<file path="src/rtl/ilas_pkg.sv">
`timescale 1ns/1ps
package ilas_pkg;

    localparam logic [7:0] CODE_MF_START = 8'h1C;
    localparam logic [7:0] CODE_MF_END   = 8'h7C;
    localparam logic [7:0] CODE_CFG_MARK = 8'h9C;

    typedef struct packed {
        logic       is_k;
        logic [7:0] val;
    } lane_byte_t;

    typedef enum logic {
        ST_IDLE = 1'b0,
        ST_RUN  = 1'b1
    } seq_state_e;

    function automatic lane_byte_t mk_ctrl(input logic [7:0] code);
        lane_byte_t b;
        b.is_k = 1'b1;
        b.val  = code;
        return b;
    endfunction

    function automatic lane_byte_t mk_data(input logic [7:0] v);
        lane_byte_t b;
        b.is_k = 1'b0;
        b.val  = v;
        return b;
    endfunction

    function automatic logic is_marker(input logic [7:0] v);
        return (v == CODE_MF_START) || (v == CODE_MF_END) || (v == CODE_CFG_MARK);
    endfunction

endpackage

</file>
<file path="src/rtl/ilas_seq_ctrl.sv">
`timescale 1ns/1ps
module ilas_seq_ctrl
    import ilas_pkg::*;
#(
    parameter int LANES     = 4,
    parameter int F_W       = 8,
    parameter int K_W       = 6,
    parameter int MF_NUM    = 4,
    parameter int CFG_BYTES = 14,
    localparam int LEN_W    = F_W + K_W,
    localparam int MF_W     = (MF_NUM > 1) ? $clog2(MF_NUM) : 1
) (
    input  logic                          clk,
    input  logic                          rst,
    input  logic                          start_i,
    input  logic [F_W-1:0]                frame_bytes_i,
    input  logic [K_W-1:0]                mf_frames_i,
    input  logic [CFG_BYTES-1:0][7:0]     cfg_i,
    output logic                          run_o,
    output logic                          last_o,
    output logic [LEN_W-1:0]              pos_o,
    output logic [MF_W-1:0]               mf_o,
    output logic [LEN_W-1:0]              len_o,
    output logic [CFG_BYTES-1:0][7:0]     cfg_q_o
);

    // start marker + config marker + record + end marker, rounded up to whole words
    localparam int MIN_LEN = ((CFG_BYTES + 3 + LANES - 1) / LANES) * LANES;

    seq_state_e               st_q;
    logic [LEN_W-1:0]         pos_q;
    logic [LEN_W-1:0]         len_q;
    logic [MF_W-1:0]          mf_q;
    logic [CFG_BYTES-1:0][7:0] cfg_q;
    logic [LEN_W-1:0]         geom_len;
    logic                     geom_ok;
    logic                     mf_end;
    logic                     last_word;

    assign geom_len  = LEN_W'(frame_bytes_i) * LEN_W'(mf_frames_i);
    assign geom_ok   = (geom_len >= LEN_W'(MIN_LEN)) &&
                       ((geom_len % LEN_W'(LANES)) == '0);
    assign mf_end    = (pos_q == len_q - LEN_W'(LANES));
    assign last_word = (st_q == ST_RUN) && mf_end && (mf_q == MF_W'(MF_NUM - 1));

    always_ff @(posedge clk) begin
        if (rst) begin
            st_q  <= ST_IDLE;
            pos_q <= '0;
            len_q <= '0;
            mf_q  <= '0;
            cfg_q <= '0;
        end else begin
            unique case (st_q)
                ST_IDLE: begin
                    if (start_i && geom_ok) begin
                        st_q  <= ST_RUN;
                        pos_q <= '0;
                        mf_q  <= '0;
                        len_q <= geom_len;
                        cfg_q <= cfg_i;
                    end
                end
                ST_RUN: begin
                    if (mf_end) begin
                        pos_q <= '0;
                        if (last_word) begin
                            st_q <= ST_IDLE;
                            mf_q <= '0;
                        end else begin
                            mf_q <= mf_q + MF_W'(1);
                        end
                    end else begin
                        pos_q <= pos_q + LEN_W'(LANES);
                    end
                end
                default: st_q <= ST_IDLE;
            endcase
        end
    end

    assign run_o   = (st_q == ST_RUN);
    assign last_o  = last_word;
    assign pos_o   = pos_q;
    assign mf_o    = mf_q;
    assign len_o   = len_q;
    assign cfg_q_o = cfg_q;

    // a running sequence is never cut short, whatever start does
    a_r9_run_persists: assert property (@(posedge clk) disable iff (rst)
        (run_o && !last_o) |=> run_o);

    // inside a multiframe the position advances one word per cycle
    a_r2_pos_step: assert property (@(posedge clk) disable iff (rst)
        (run_o && !mf_end) |=> (pos_q == $past(pos_q) + LEN_W'(LANES)));

    // only a legal geometry can be running
    a_r10_geom_legal: assert property (@(posedge clk) disable iff (rst)
        run_o |-> ((len_q >= LEN_W'(MIN_LEN)) && ((len_q % LEN_W'(LANES)) == '0)));

endmodule

</file>
<file path="src/rtl/ilas_lane_byte.sv">
`timescale 1ns/1ps
module ilas_lane_byte
    import ilas_pkg::*;
#(
    parameter int LANE_IDX  = 0,
    parameter int LEN_W     = 14,
    parameter int MF_W      = 2,
    parameter int CFG_BYTES = 14
) (
    input  logic                      clk,
    input  logic                      rst,
    input  logic [LEN_W-1:0]          pos_i,
    input  logic [MF_W-1:0]           mf_i,
    input  logic [LEN_W-1:0]          len_i,
    input  logic [CFG_BYTES-1:0][7:0] cfg_i,
    output lane_byte_t                byte_o
);

    localparam int CIDX_W  = (CFG_BYTES > 1) ? $clog2(CFG_BYTES) : 1;
    localparam int CFG_LO  = 2;
    localparam int CFG_HI  = CFG_LO + CFG_BYTES;

    logic [LEN_W-1:0]  p;
    logic [CIDX_W-1:0] cfg_idx;
    logic              in_cfg_mf;

    assign p         = pos_i + LEN_W'(LANE_IDX);
    assign cfg_idx   = CIDX_W'(p - LEN_W'(CFG_LO));
    assign in_cfg_mf = (mf_i == MF_W'(1));

    always_comb begin
        byte_o = mk_data(p[7:0]);
        if (p == '0) begin
            byte_o = mk_ctrl(CODE_MF_START);
        end else if (p == len_i - LEN_W'(1)) begin
            byte_o = mk_ctrl(CODE_MF_END);
        end else if (in_cfg_mf && p == LEN_W'(1)) begin
            byte_o = mk_ctrl(CODE_CFG_MARK);
        end else if (in_cfg_mf && p >= LEN_W'(CFG_LO) && p < LEN_W'(CFG_HI)) begin
            byte_o = mk_data(cfg_i[cfg_idx]);
        end
    end

    // a flagged byte is always one of the three marker codes
    a_r5_k_code_legal: assert property (@(posedge clk) disable iff (rst)
        byte_o.is_k |-> is_marker(byte_o.val));

endmodule

</file>
<file path="src/rtl/ilas_word_reg.sv">
`timescale 1ns/1ps
module ilas_word_reg
    import ilas_pkg::*;
#(
    parameter int LANES = 4
) (
    input  logic                    clk,
    input  logic                    rst,
    input  logic                    run_i,
    input  logic                    last_i,
    input  lane_byte_t [LANES-1:0]  bytes_i,
    output logic [LANES*8-1:0]      data_o,
    output logic [LANES-1:0]        k_o,
    output logic                    valid_o,
    output logic                    done_o
);

    always_ff @(posedge clk) begin
        if (rst) begin
            data_o  <= '0;
            k_o     <= '0;
            valid_o <= 1'b0;
            done_o  <= 1'b0;
        end else begin
            valid_o <= run_i;
            done_o  <= last_i;
            for (int i = 0; i < LANES; i++) begin
                data_o[8*i +: 8] <= run_i ? bytes_i[i].val  : 8'h00;
                k_o[i]           <= run_i ? bytes_i[i].is_k : 1'b0;
            end
        end
    end

    // completion rides on a valid word whose top lane is the end marker
    a_r8_done_on_end_marker: assert property (@(posedge clk) disable iff (rst)
        done_o |-> (valid_o && k_o[LANES-1] && data_o[LANES*8-1 -: 8] == CODE_MF_END));

    // the lane goes quiet right after completion
    a_r8_done_then_quiet: assert property (@(posedge clk) disable iff (rst)
        done_o |=> !valid_o);

    // the first word of a preamble opens with the start marker
    a_r3_first_word_opens: assert property (@(posedge clk) disable iff (rst)
        $rose(valid_o) |-> (k_o[0] && data_o[7:0] == CODE_MF_START));

    // idle lanes carry no flags
    a_r1_idle_clean: assert property (@(posedge clk) disable iff (rst)
        !valid_o |-> (k_o == '0 && !done_o));

endmodule

</file>
<file path="src/rtl/ilas_align_gen.sv">
`timescale 1ns/1ps
module ilas_align_gen
    import ilas_pkg::*;
#(
    parameter int LANES     = 4,
    parameter int F_W       = 8,
    parameter int K_W       = 6,
    parameter int MF_NUM    = 4,
    parameter int CFG_BYTES = 14
) (
    input  logic                   clk,
    input  logic                   rst,
    input  logic                   start_i,
    input  logic [F_W-1:0]         frame_bytes_i,
    input  logic [K_W-1:0]         mf_frames_i,
    input  logic [CFG_BYTES*8-1:0] cfg_rec_i,
    output logic [LANES*8-1:0]     lane_data_o,
    output logic [LANES-1:0]       lane_k_o,
    output logic                   lane_valid_o,
    output logic                   seq_done_o
);

    localparam int LEN_W = F_W + K_W;
    localparam int MF_W  = (MF_NUM > 1) ? $clog2(MF_NUM) : 1;

    logic [CFG_BYTES-1:0][7:0] cfg_arr;
    logic [CFG_BYTES-1:0][7:0] cfg_q;
    logic                      run;
    logic                      last;
    logic [LEN_W-1:0]          pos;
    logic [LEN_W-1:0]          len;
    logic [MF_W-1:0]           mf;
    lane_byte_t [LANES-1:0]    lane_bytes;

    assign cfg_arr = cfg_rec_i;

    ilas_seq_ctrl #(
        .LANES     (LANES),
        .F_W       (F_W),
        .K_W       (K_W),
        .MF_NUM    (MF_NUM),
        .CFG_BYTES (CFG_BYTES)
    ) ctrl_i (
        .clk           (clk),
        .rst           (rst),
        .start_i       (start_i),
        .frame_bytes_i (frame_bytes_i),
        .mf_frames_i   (mf_frames_i),
        .cfg_i         (cfg_arr),
        .run_o         (run),
        .last_o        (last),
        .pos_o         (pos),
        .mf_o          (mf),
        .len_o         (len),
        .cfg_q_o       (cfg_q)
    );

    for (genvar g = 0; g < LANES; g++) begin : g_lane
        ilas_lane_byte #(
            .LANE_IDX  (g),
            .LEN_W     (LEN_W),
            .MF_W      (MF_W),
            .CFG_BYTES (CFG_BYTES)
        ) byte_i (
            .clk    (clk),
            .rst    (rst),
            .pos_i  (pos),
            .mf_i   (mf),
            .len_i  (len),
            .cfg_i  (cfg_q),
            .byte_o (lane_bytes[g])
        );
    end

    ilas_word_reg #(
        .LANES (LANES)
    ) out_i (
        .clk     (clk),
        .rst     (rst),
        .run_i   (run),
        .last_i  (last),
        .bytes_i (lane_bytes),
        .data_o  (lane_data_o),
        .k_o     (lane_k_o),
        .valid_o (lane_valid_o),
        .done_o  (seq_done_o)
    );

endmodule

</file>
<file path="config.mk">
export PLATFORM = sky130hd
export DESIGN_NAME = ilas_align_gen
export DESIGN_NICKNAME = d
export VERILOG_FILES = /design/src/rtl/ilas_pkg.sv /design/src/rtl/ilas_seq_ctrl.sv /design/src/rtl/ilas_lane_byte.sv /design/src/rtl/ilas_word_reg.sv /design/src/rtl/ilas_align_gen.sv
export SDC_FILE = /design/constraint.sdc
export NUM_CORES = 1
export LEC_CHECK = 0
export BUFFER_PORTS_ARGS = -buffer_cell sky130_fd_sc_hd__buf_2
export CAP_MARGIN = 20
export CORE_UTILIZATION = 53
export CTS_BUF_LIST = sky130_fd_sc_hd__clkbuf_2
export CTS_CLUSTER_SIZE = 14
export DETAILED_ROUTE_END_ITERATION = 8
export HOLD_SLACK_MARGIN = 0.06
export PLACE_DENSITY = 0.9
export SKIP_LAST_GASP = 1
export SYNTH_ARGS = -nofsm -noshare
export SYNTH_HDL_FRONTEND = slang
export SYNTH_SLANG_ARGS = --single-unit
</file>
<file path="constraint.sdc">
create_clock -name clk -period 5.55 [get_ports clk]
set_clock_uncertainty 0.1 [all_clocks]
set_input_delay 0.8325 -clock clk [delete_from_list [all_inputs] [get_ports clk]]
set_output_delay 0.8325 -clock clk [all_outputs]
set_load 0.01 [all_outputs]
</file>
# [Word-level counts from Yosys, hierarchy flattened]
# Index checks and enable logic that the tools add are counted.
[totals] elab_cells=144 in_bits=129 latch_bits=0 mem_bits_rw=0 out_inout_bits=38 regBits=181 memories=0 mem_bits_ro=0
[op_classes] magnitude_cmp=13 n_bitwise=1 shift=0 n_mux=35 addsub=11 multipliers=1 n_eq_ne=13 n_reduce_logical=36 div=0
[ops] operator="8-bit binary-select mux with 4-bit select" count=4
[ops] operator="9-bit two-way mux" count=12
[ops] operator="14-bit == test" count=5
[ops] operator="14-bit logical NOT" count=5
[ops] operator="8-bit two-way mux" count=8
[ops] operator="14-bit by 1-bit == test with 1-bit output, second input constant" count=4
[ops] operator="14-bit by 2-bit >= comparator with 1-bit output, second input constant" count=4
[ops] operator="14-bit by 5-bit < comparator with 1-bit output, second input constant" count=4
[ops] operator="14-bit by 2-bit adder with 14-bit output, second input constant" count=2
[ops] operator="14-bit two-way mux" count=2
[ops] operator="14-bit case mux with 2 select lines" count=1
[ops] operator="4-bit by 5-bit < comparator with 1-bit output, second input constant" count=4
[ops] operator="5-bit OR reduction" count=4
[ops] operator="1-bit logical AND" count=16
[ops] operator="4-bit OR reduction" count=4
[ops] operator="4-bit by 2-bit subtractor with 4-bit output, second input constant" count=4
[ops] operator="14-bit by 1-bit adder with 14-bit output, second input constant" count=1
[ops] operator="14-bit by 3-bit adder with 14-bit output, second input constant" count=1
[ops] operator="14-bit by 5-bit >= comparator with 1-bit output, second input constant" count=1
[ops] operator="8-bit by 6-bit multiplier with 14-bit output" count=1
[ops] operator="14-bit by 1-bit subtractor with 14-bit output, second input constant" count=1
[ops] operator="14-bit by 3-bit subtractor with 14-bit output, second input constant" count=1
[ops] operator="3-bit OR reduction" count=4
[ops] operator="2-bit two-way mux" count=3
[ops] operator="11 further kinds" count=14

# [Logic depth before layout (Yosys ltp)]
[logic_depth] word_depth=8 ltp_mapped=18 ltp_nobuf=15

# [By module]
# Synthesis repeated with hierarchy kept, for this count alone.
[unflattened] cells_unflattened=1883 area_unflattened_um2=16452.0
[modules_own_cells] mod="ilas_seq_ctrl" cells_per_inst=898 seq_area_each_um2=2822.7 instances=1 area_each_um2=7364.6
[modules_own_cells] mod="ilas_lane_byte at g_lane[1].byte_i" cells_per_inst=234 seq_area_each_um2=0.0 instances=1 area_each_um2=2152.1
[modules_own_cells] mod="ilas_lane_byte at g_lane[3].byte_i" cells_per_inst=241 seq_area_each_um2=0.0 instances=1 area_each_um2=2077.0
[modules_own_cells] mod="ilas_lane_byte at g_lane[2].byte_i" cells_per_inst=222 seq_area_each_um2=0.0 instances=1 area_each_um2=1959.4
[modules_own_cells] mod="ilas_lane_byte at g_lane[0].byte_i" cells_per_inst=205 seq_area_each_um2=0.0 instances=1 area_each_um2=1750.4
[modules_own_cells] mod="ilas_word_reg" cells_per_inst=83 seq_area_each_um2=760.7 instances=1 area_each_um2=1148.6

# [Worst setup path before layout]
# Ideal clock, no wire load.
[synth_timing] path_type="input-to-reg" start="input frame_bytes_i[2]" end="register ctrl_i.cfg_q, in the netlist ctrl_i.cfg_q_o[28]" required_time_ns=5.380 path_buffers=3 setup_ns=0.070 path_slack_ns=0.207 path_stages=17 t_arrival_ns=5.172 cell_sequence="and2_1 -> fa_1 -> fa_1 -> inv_1 -> fa_1 -> inv_1 -> ha_1 -> a21o_1 -> a221oi_1 -> o31ai_1 -> a2111oi_0 -> a31o_2 -> buf_2 -> buf_2 -> buf_2 -> nand2_1 -> a21oi_1"
[synth_between] elab_chain_cells=5
[synth_lines] item="from (decl)" line="ilas_align_gen.sv:14" rtl="input logic [F_W-1:0] frame_bytes_i,"
[synth_lines] item="8-bit by 6-bit multiplier with 14-bit output" line="ilas_seq_ctrl.sv:40" rtl="assign geom_len = LEN_W'(frame_bytes_i) * LEN_W'(mf_frames_i);"
[synth_lines] item="14-bit by 5-bit >= comparator with 1-bit output" line="ilas_seq_ctrl.sv:41" rtl="assign geom_ok = (geom_len >= LEN_W'(MIN_LEN)) &&"
[synth_lines] item="1-bit logical AND" line="ilas_seq_ctrl.sv:41"
[synth_lines] item="1-bit logical AND" line="ilas_seq_ctrl.sv:56" rtl="if (start_i && geom_ok) begin"
[synth_lines] item="2-bit AND reduction (no source line)"
[synth_lines] item="to (signal assigned)" line="ilas_seq_ctrl.sv:61" rtl="cfg_q <= cfg_i;"
[synth_lines] item="to (decl)" line="ilas_seq_ctrl.sv:34" rtl="logic [CFG_BYTES-1:0][7:0] cfg_q;"
# No other way between the ends.
# A chain may end at the register's enable or synchronous reset.

# [Final worst setup path]
[layout_timing] start="input frame_bytes_i[3]" end="register ctrl_i.cfg_q, in the netlist ctrl_i.cfg_q_o[70]"
# The elaborated chain is that of the path after synthesis.

==> summary.md <==
| Metric | Value |
|---|---|
| GR Overflow Total | `0` |
| LEAKAGE | `around 4.5 nW` |
| Pwr/cell area | `~280 nW/um2` |
| RSZ-0062 raised after global routing | `false` |
| Ports | `~170` |
| CTS max path bufs | `2` |
| Post-CTS Repair Setup Buffers | `0` |
| Post-synthesis xor/xnor area fraction | `2.58%` |
| Post-synthesis mux area share | `5.61%` |
| M2 GR Usage | `40.9%` |
| Simple-gate share of the synthesized area | `22.1%` |
| Met1 Track Usage GR | `between 30% and 40%` |
| Clock sink total | `179` |
| Critical Path Source Type | `primary input` |
| Main combinational cell family by area after synthesis | `simple AND/OR/NAND/NOR gates` |
| Non-Filler Instances | `1,527` |
| Post-Synthesis Cell Area | `roughly 9500 um2` |
| R2R depth | `9` |
| Pin count of the biggest net entering global routing | `69` |
| Full die area | `between 15,000 and 20,000 um2` |
| Hold Path Cell Cnt | `3` |
| Commonest non-fill, non-tap cells in the layout | `nand2_1 (277), dfxtp_1 (178), a21oi_1 (172)` |
| Routed wire length | `23,300 um` |
| Setup TNS | `0 ns` |
| Top FF cell, synth | `dfxtp_1` |
| Final setup viols | `0` |
| Max Cap Viol | `0` |
| Post-CTS resize count | `0` |
| Global Route met3 Usage | `4.33%` |
| Flop2flop setup slack | `approximately 1.8 ns` |
| Crit path DAT | `roughly 5.4 ns` |
| Post-DP HPWL | `roughly 17,000 um` |
| Hold_buf cts | `0` |
| Clock slew at reported path FFs | `0.28 ns` |
| Hold Fails Final Rpt | `0` |
| Core area | `between 15,000 and 20,000 um2` |
| Vias | `around 8,600` |
| Status | `finished clean` |
| Distinct cells, synth | `65` |
| Post-synth EDFFs | `0` |
| Clock latency on the worst-skew pair | `~0.76 ns` |
| Max VDD drop | `between 0.15 and 0.2 mV` |
| Share of cells above drive strength 1 | `a little under a fifth` |
| Commonest non-fill, non-tap cell in the layout | `nand2_1` |
| CP Capture Type | `register` |
| Cell Rows | `48` |
| Layout Nets | `~1,500` |
| Final period util | `approximately 86%` |
| GP Congestion | `0.912` |
| H-tree levels | `4` |
| Drt wl/cell | `roughly 15 um` |
| Hold Crit Class | `primary input to register` |
| DR DRC count | `0` |
| Tmin final | `around 4.8 ns` |
| Vias in the first global route | `between 7,000 and 8,000` |
| Synth Register Bits | `around 180` |
| Asr flop ratio synth | `0%` |
| Detail Route Antenna Nets | `0` |
| Max_slew headroom | `around 48%` |
| Initial antenna violation count | `0` |
| First-pass GRT wire length | `37,300 um` |
| Peak Freq | `0.210 GHz` |
| Sequential fraction of the synthesis area | `37.6%` |
| Routed vias/inst | `5.66` |
| DR pass1 iterations | `5` |
| Placed instance count | `1,495` |
| Cts bufs inserted | `17` |
| # port buffers | `approximately 170` |
| Synth Net Count | `approximately 1,400` |
| Syn avg cell area | `approximately 8 um2` |
| Clock root buffer | `clkbuf_2` |
| Initial Util | `a little over half` |
| WHS | `around 0.15 ns` |
| CTS tree | `built` |
| Synth Instances | `roughly 1,200` |
| Die outline width | `roughly 140 um` |
| YS warnings | `0` |
| Initial DRC Count | `between 600 and 700` |
| WS Path Type | `primary input to register` |
| Req. time, crit path | `a little over 6 ns` |
| Fillcell total | `around 1,400` |
| Max-slew violations | `0` |
| Area Growth Syn to Fin | `12.6%` |
| Synth Area in Adders | `9.99%` |
| Ant. Diodes | `0` |
| GRT busiest layer | `met2` |
| Post-synthesis compound-gate area fraction | `between 10% and 20%` |
| Chip height | `approximately 140 um` |
| GRT Overall Usage | `25.5%` |
| Max FO, Critical Path | `46` |
| Slew @ Worst Pin | `a little under 0.8 ns` |
[power breakdown]
group	internal, mW	switching (mW)
sequential	1.36	0.0534
combinational	0.394	0.547
clock	0.168	0.471
total	1.92	1.07
[area by class of cell]
cell class | count | area, um2 | share of cell area, %
inverter | 53 | 199 | 1.86
tap | 225 | 282 | 2.63
multi-input combinational | 857 | 5460 | 50.9
clock inverter | 14 | 129 | 1.20
timing repair buffer | 181 | 983 | 9.17
sequential | 179 | 3580 | 33.4
clock buffer | 18 | 90.1 | 0.840
[per-layer routing]
| metal | part of all wire [%] | wire, um |
|---|---|---|
| met5 | 0 | 0 |
| met4 | 3.3 | 778 |
| met3 | 6.1 | 1430 |
| met2 | 48 | 11100 |
| met1 | 43 | 10000 |
[synth_stat cells (all sizes together) (5+ instances only)]
library cell  instances  area share (%)
o21ai                22             1.2
nor3                 15            0.79
xnor2                21             1.9
nor3b                 6            0.47
o211ai                9            0.71
a211oi                5            0.39
fa                   25             5.3
a31o                  5            0.46
inv                  53             2.1
nor2                 43             1.7
and2                 37             2.4
nor4b                 5            0.46
a21oi               172             9.0
nand2b                6            0.39
or4                   5            0.43
dfxtp               179              38
xor2                  7            0.64
nand3                21             1.2
nand2               277              11
nor4                  6            0.39
a21o                 11            0.87
mux4                 12             2.8
and3                 12            0.79
o31ai                 6            0.53
ha                   36             4.7
clkbuf               51             2.0
or3                   6            0.39
a31oi                 5            0.33
nand3b                6            0.47
buf                  22             1.2
mux2i                23             2.4
[worst paths after layout]
path / start / end
worst max-delay path: frame_bytes_i[3] / ctrl_i.cfg_q_o[70]
worst min-delay path: cfg_rec_i[64] / ctrl_i.cfg_q_o[64]
worst max register to register: ctrl_i.len_o[3] / ctrl_i.pos_o[8]
worst min register to register: ctrl_i.cfg_q_o[18] / ctrl_i.cfg_q_o[18]
[cell families (layout without fill, tap and decap cells)]
logic type | count (synthesis) | after routing
AOI/OAI and AO/OA | 268 | 268
xor gates and xnor gates | 28 | 28
adders and majority gates | 61 | 61
buffers and inverters | 126 | 266
DFF | 179 | 179
muxes | 38 | 38
and+or+nand+nor | 462 | 462
[through the flow]
stage / area [um2] / util [%] / setup WS [ns] / power [mW]
detailed placement: 10500 / 60.3 / 0.0528 / 2.37
CTS: 10700 / 61.6 / 0.887 / 2.99
global placement: 10500 / 60.3 / 0.211 / 2.34
finish: 10700 / 61.6 / 0.799 / 3.00
floorplan: 9520 / - / 0.207 / 2.13
global route: 10700 / 61.6 / 0.611 / 3.17
[state kept, by name, summed over array words and instances, names as in the netlist]
| name | cells |
|---|---|
| ctrl_i.cfg_q_o | 112 |
| ctrl_i.len_o | 14 |
| ctrl_i.mf_o | 2 |
| ctrl_i.pos_o | 12 |
| ctrl_i.run_o | 1 |
| out_i.data_o | 32 |
| out_i.done_o | 1 |
| out_i.k_o | 4 |
| out_i.valid_o | 1 |
[worst max-delay path, stage by stage]
cell and delay [ns]:
buf_2 0.13, and2_1 0.17, fa_1 0.51, fa_1 0.56, inv_1 0.06, fa_1 0.53
inv_1 0.04, ha_1 0.36, and3_1 0.20, a221oi_1 0.26, buf_4 0.18, mux2i_1 0.21
a32oi_1 0.28, a31oi_4 0.30, buf_4 0.44, nand2_1 0.12, a21oi_1 0.14
(Power assumes the default switching activity.)
